==> src/rtl/itimer_pkg.sv <==
package itimer_pkg;

    localparam int DATA_W = 8;
    localparam int CNT_W  = 2 * DATA_W;
    localparam int IDX_W  = 4;
    localparam int NT     = 2;

    localparam logic [IDX_W-1:0] IDX_ICR    = 4'd13;
    localparam int               CTL_START  = 0;
    localparam int               CTL_ONESH  = 3;
    localparam int               CTL_FORCE  = 4;
    localparam int               ICR_SETCLR = 7;

    typedef struct packed {
        logic oneshot;
        logic start;
    } tmr_ctl_t;

    typedef struct packed {
        logic lo_wr;
        logic hi_wr;
        logic ctl_wr;
    } tmr_wr_t;

    function automatic logic [IDX_W-1:0] lo_idx(input int t);
        return IDX_W'(4 + 2 * t);
    endfunction

    function automatic logic [IDX_W-1:0] hi_idx(input int t);
        return IDX_W'(5 + 2 * t);
    endfunction

    function automatic logic [IDX_W-1:0] ctl_idx(input int t);
        return IDX_W'(14 + t);
    endfunction

    function automatic logic [DATA_W-1:0] ctl_byte(input tmr_ctl_t c);
        logic [DATA_W-1:0] b;
        b = '0;
        b[CTL_START] = c.start;
        b[CTL_ONESH] = c.oneshot;
        return b;
    endfunction

endpackage

==> src/rtl/itimer_counter.sv <==
module itimer_counter
    import itimer_pkg::*;
(
    input  logic              clk,
    input  logic              rst,
    input  tmr_wr_t           wr,
    input  logic [DATA_W-1:0] wdata,
    output logic [CNT_W-1:0]  count,
    output tmr_ctl_t          ctl,
    output logic              underflow
);

    logic [DATA_W-1:0] lat_lo, lat_hi;
    logic [CNT_W-1:0]  cnt_q;
    logic [CNT_W-1:0]  lat_next;
    logic              force_ld, hi_ld;

    // Latch value including the byte written in this cycle
    assign lat_next = {wr.hi_wr ? wdata : lat_hi, wr.lo_wr ? wdata : lat_lo};
    assign force_ld = wr.ctl_wr && wdata[CTL_FORCE];
    assign hi_ld    = wr.hi_wr && !ctl.start;
    assign underflow = ctl.start && (cnt_q == '0) && !force_ld;
    assign count = cnt_q;

    always_ff @(posedge clk) begin
        if (rst) begin
            lat_lo <= '1;
            lat_hi <= '1;
            cnt_q  <= '1;
            ctl    <= '0;
        end else begin
            if (wr.lo_wr) lat_lo <= wdata;
            if (wr.hi_wr) lat_hi <= wdata;

            if (force_ld || hi_ld)
                cnt_q <= lat_next;
            else if (underflow)
                cnt_q <= {lat_hi, lat_lo};
            else if (ctl.start)
                cnt_q <= cnt_q - 1'b1;

            if (wr.ctl_wr) begin
                ctl.start   <= wdata[CTL_START];
                ctl.oneshot <= wdata[CTL_ONESH];
            end else if (underflow && ctl.oneshot) begin
                ctl.start <= 1'b0;
            end
        end
    end

endmodule

==> src/rtl/itimer_irq.sv <==
module itimer_irq
    import itimer_pkg::*;
(
    input  logic          clk,
    input  logic          rst,
    input  logic          icr_wr,
    input  logic          icr_rd,
    input  logic          setclr,
    input  logic [NT-1:0] bits,
    input  logic [NT-1:0] uf,
    output logic [NT-1:0] flags,
    output logic [NT-1:0] mask,
    output logic          active,
    output logic          irq_n
);

    assign active = |(flags & mask);
    assign irq_n  = !active;

    always_ff @(posedge clk) begin
        if (rst) begin
            flags <= '0;
            mask  <= '0;
        end else begin
            // New underflows survive a coincident read-clear
            if (icr_rd) flags <= uf;
            else        flags <= flags | uf;

            if (icr_wr) begin
                if (setclr) mask <= mask | bits;
                else        mask <= mask & ~bits;
            end
        end
    end

endmodule

==> src/rtl/itimer_top.sv <==
module itimer_top
    import itimer_pkg::*;
(
    input  logic              clk,
    input  logic              rst,
    input  logic [7:0]        bus_addr,
    input  logic              bus_wr,
    input  logic              bus_rd,
    input  logic [DATA_W-1:0] bus_wdata,
    output logic [DATA_W-1:0] bus_rdata,
    output logic              irq_n
);

    logic [IDX_W-1:0]          idx;
    logic [7-IDX_W:0]          unused_addr_hi;
    logic [NT-1:0][CNT_W-1:0]  cnt;
    tmr_ctl_t [NT-1:0]         ctl;
    logic [NT-1:0]             uf;
    logic [NT-1:0]             irq_flags, irq_mask;
    logic                      irq_active;
    logic [DATA_W-1:0]         status;

    assign idx            = bus_addr[IDX_W-1:0];
    assign unused_addr_hi = bus_addr[7:IDX_W];

    for (genvar t = 0; t < NT; t++) begin : g_tmr
        tmr_wr_t sel;
        assign sel.lo_wr  = bus_wr && (idx == lo_idx(t));
        assign sel.hi_wr  = bus_wr && (idx == hi_idx(t));
        assign sel.ctl_wr = bus_wr && (idx == ctl_idx(t));

        itimer_counter u_cnt (
            .clk       (clk),
            .rst       (rst),
            .wr        (sel),
            .wdata     (bus_wdata),
            .count     (cnt[t]),
            .ctl       (ctl[t]),
            .underflow (uf[t])
        );
    end

    itimer_irq u_irq (
        .clk    (clk),
        .rst    (rst),
        .icr_wr (bus_wr && (idx == IDX_ICR)),
        .icr_rd (bus_rd && (idx == IDX_ICR)),
        .setclr (bus_wdata[ICR_SETCLR]),
        .bits   (bus_wdata[NT-1:0]),
        .uf     (uf),
        .flags  (irq_flags),
        .mask   (irq_mask),
        .active (irq_active),
        .irq_n  (irq_n)
    );

    assign status = {irq_active, {(DATA_W-1-NT){1'b0}}, irq_flags};

    always_comb begin
        bus_rdata = '0;
        for (int t = 0; t < NT; t++) begin
            if (idx == lo_idx(t))  bus_rdata = cnt[t][DATA_W-1:0];
            if (idx == hi_idx(t))  bus_rdata = cnt[t][CNT_W-1:DATA_W];
            if (idx == ctl_idx(t)) bus_rdata = ctl_byte(ctl[t]);
        end
        if (idx == IDX_ICR) bus_rdata = status;
    end

endmodule

==> config.mk <==
export PLATFORM = sky130hd
export DESIGN_NAME = itimer_top
export DESIGN_NICKNAME = d
export VERILOG_FILES = /design/src/rtl/itimer_pkg.sv /design/src/rtl/itimer_counter.sv /design/src/rtl/itimer_irq.sv /design/src/rtl/itimer_top.sv
export SDC_FILE = /design/constraint.sdc
export NUM_CORES = 1
export LEC_CHECK = 0
export BUFFER_PORTS_ARGS = -buffer_cell sky130_fd_sc_hd__buf_2
export CAP_MARGIN = 20
export CORE_UTILIZATION = 35
export CTS_CLUSTER_SIZE = 8
export DETAILED_ROUTE_END_ITERATION = 8
export GPL_TIMING_DRIVEN = 0
export PLACE_DENSITY_LB_ADDON = 0.2
export SLEW_MARGIN = 0
export SYNTH_ARGS = -nofsm -noshare
export SYNTH_HDL_FRONTEND = slang
export SYNTH_SLANG_ARGS = --single-unit
==> constraint.sdc <==
create_clock -name clk -period 2.4 [get_ports clk]
set_input_delay 0.12 -clock clk [delete_from_list [all_inputs] [get_ports clk]]
set_output_delay 0.12 -clock clk [all_outputs]
set_load 0.02 [all_outputs]
==> flow_summary_export.csv <==
group,metric,value,unit
worst_setup_path,crit_type,"flip-flop to flip-flop",
sta,slew_viol_final,0,
yosys,synthFlopType,"dfxtp_1",
sta,fin_crit_sh,96.43,%
placed_design,place_ws,-287.0,ps
yosys,syn_nets,543,
cells_and_area,area_growth,16.77,%
sta,relSlewSlack,29.99,%
placed_design,portBuffers,23,
die,dieHeight,110.4,um
sta,setup_ws,85.69,ps
detailed_routing,drc_errors,0,
flow_run,maxCapViolations,0,
yosys,syn-cell-area,4110,um^2
yosys,yosysWarningCount,0,
global_route,grt_util_all_layers,24.20,%
sta,max_freq,432.1,MHz
yosys,synth_common_cells,"87 x nand2_1, 72 x dfxtp_1, 59 x nor2_1",
detailed_routing,routed_wirelength,14140,um
clock_network,clk_path_buf_depth,2,
worst_setup_path,cp_data_required_time,2610,ps
detailed_routing,vias,4108,
global_route,grt_start_max_net_pins,12,
detailed_routing,via_per_inst,5.786,
power,power.leakage,0.001809,uW
yosys,synth_area_leaders,"dfxtp_1 35%, nand2_1 7.9%, mux2i_1 6.8%",
yosys,yosysSeqAreaShare,35.07,%
die,initial_utilization,36.00,%
global_route,grt-ovfl-total,0,
global_route,grt_pass1_wl,21610,um
clock_network,clk_latency,340,ps
clock_network,cts_root_buffer,"clkbuf_16",
yosys,avgSynthCellArea,7.904,um^2
worst_setup_path,cp-start-kind,"flip-flop",
cells_and_area,multi_input_area,2519,um^2
clock_network,cts_tree,"yes",
placed_design,hpwlAfterDp,9922,um
worst_setup_path,arrival,2530,ps
placed_design,gp_congestion,0.9160,
cells_and_area,postLayoutCoreUtil,42.03,%
detailed_routing,dr.pass1.iters,5,
yosys,ys_types,67,
cells_and_area,regArea,1449,um^2
sta,skew,5.031,ps
yosys,synthCells,520,
sta,tightestPinTransition,1046,ps
worst_setup_path,worstSetupEndpointType,"flip-flop",
sta,hold_viol,0,
sta,finalSetupViolations,0,
sta,min_period,2314,ps
yosys,synthArstFlopShare,0,%
worst_setup_path,crit_fanout,10,
status,status,"completed",
detailed_routing,ant_nets,0,
die,die_width,110.4,um
worst_hold_path,hold_path.class,"primary input to flip-flop",
cells_and_area,final_layout_size_suffix_gt1_share,13.76,%
die,fp-row-count,39,
clock_network,ctsHoldBuffers,0,
yosys,netlist.area_leader.share,35.07,%
cells_and_area,diodes,0,
yosys,yosysMostFrequentCell,"nand2_1",
clock_network,numCtsBuffers,9,
die,core-area,11420,um^2
yosys,synth_top_area_cell,"dfxtp_1",
cells_and_area,n_fill_cell,1182,
clock_network,clock_sinks,72,
clock_network,cts.reportedPaths.clkPinSlew,60,ps
clock_network,htreeDepth,3,
global_route,first_global_vias,3889,
yosys,synth_edf_count,0,
global_route,antenna_found_initial,0,
yosys,synth-seq-cells,72,
detailed_routing,wl_per_cell,19.92,um
power,irDropWorstVdd,0.4305,mV
die,num_io_pins,29,
detailed_routing,drtIter0Drc,404,
cells_and_area,nets,585,
power,power_density,585.1,nW/um^2
die,dieArea,12180,um^2
layer usage:
| metal | up-vias | routed length (um) | GRT usage [%] |
|---|---|---|---|
| met4 | 0 | 254 | 7.519 |
| met2 | 156 | 6500 | 38.24 |
| met3 | 24 | 928 | 4.174 |
| met1 | 1967 | 6458 | 33.49 |
| li1 | 1961 | - | - |
| met5 | - | 0 | 0 |
sequential cells by signal, summed over array words and instances (netlist names), named ones only:
name / count
g_tmr.u_cnt.count: 32
g_tmr.u_cnt.lat_hi: 16
u_irq.flags: 2
g_tmr.u_cnt.lat_lo: 16
g_tmr.u_cnt.ctl: 4
cells by family (layout without fill, tap and decap cells):
logic type	count (synthesis)	in the layout	synth area share, %
fa+ha+maj	3	3	0.9133
flops	72	72	35.07
mux	35	35	10.75
buf+inv	38	85	4.292
compound gates	125	125	19.24
xor+xnor	17	17	3.622
simple gates	230	230	26.12
report_power, final:
part	leakage [uW]	internal (uW)	switching (uW)	total, uW
clock network	0.000145	780	519	1300
logic	0.00108	89.5	165	255
registers	0.000585	1220	34.2	1250
per-stage QoR:
step / hold WS (ps) / std cells / instance area (um^2) / setup TNS, ps / power, uW
finish: 45.60 / 710 / 4800 / 0 / 2808
global route: 60.91 / 710 / 4800 / -227.5 / 2890
CTS: 35.93 / 702 / 4695 / 0 / 2808
detailed placement: 379.1 / 686 / 4404 / -1854 / 1528
global placement: 365.1 / 686 / 4404 / -1468 / 1524
floorplan: 219.0 / 520 / 4110 / 0 / 1421
final timing paths:
kind	from	endpoint	slack [ps]	depth (start not counted)
hold reg to reg	g_tmr[1].u_cnt.lat_hi[7]$_SDFF_PP1_	g_tmr[1].u_cnt.lat_hi[7]$_SDFF_PP1_	470	2
hold / removal	rst	g_tmr[0].u_cnt.lat_hi[3]$_SDFF_PP1_	50	3
setup / recovery	g_tmr[0].u_cnt.count[6]$_SDFFE_PP1P_	g_tmr[0].u_cnt.count[3]$_SDFFE_PP1P_	90	7
setup reg to reg	g_tmr[0].u_cnt.count[6]$_SDFFE_PP1P_	g_tmr[0].u_cnt.count[3]$_SDFFE_PP1P_	90	7
cell usage in the layout, fill, tap and decap left out, types with 8 or more instances in the layout:
cell type,synthesis,routed
inv_1,11,11
nand2_1,87,87
nor2_1,59,58
dfxtp_1,72,70
xor2_1,11,11
buf_2,3,26
clkbuf_1,18,18
buf_4,0,8
o21ai_0,42,41
nor3_1,19,19
a211oi_1,9,9
mux2i_1,28,28
nand3_1,16,16
clkbuf_16,0,9
a21oi_1,31,30
critical path, cell delays in order (launching register included):
cell and delay [ps]:
dfxtp_1 380, or4_1 580, nand4b_1 280, or2_1 300, buf_2 200, buf_2 200, o21ai_0 150, o21ai_0 80
what timing repair did:
| action | CTS | global route |
|---|---|---|
| pin swaps | 1 | 2 |
| setup endpoints to repair | 16 | 26 |
| setup buffers | 1 | 8 |
| hold endpoints to repair | 0 | 0 |
| resized for setup | 1 | 10 |
layout make-up:
cell class                      count  share of cell area, %
Buffer                             26                  2.737
Clock buffer                       13                  5.631
Clock inverter                      3                 0.3128
Inverter                           11                 0.8603
Multi-Input combinational cell    410                  52.48
Sequential cell                    72                  30.19
Tap cell                          143                  3.728
Timing Repair Buffer               32                  4.067
Power figures use the tool's default switching activity.
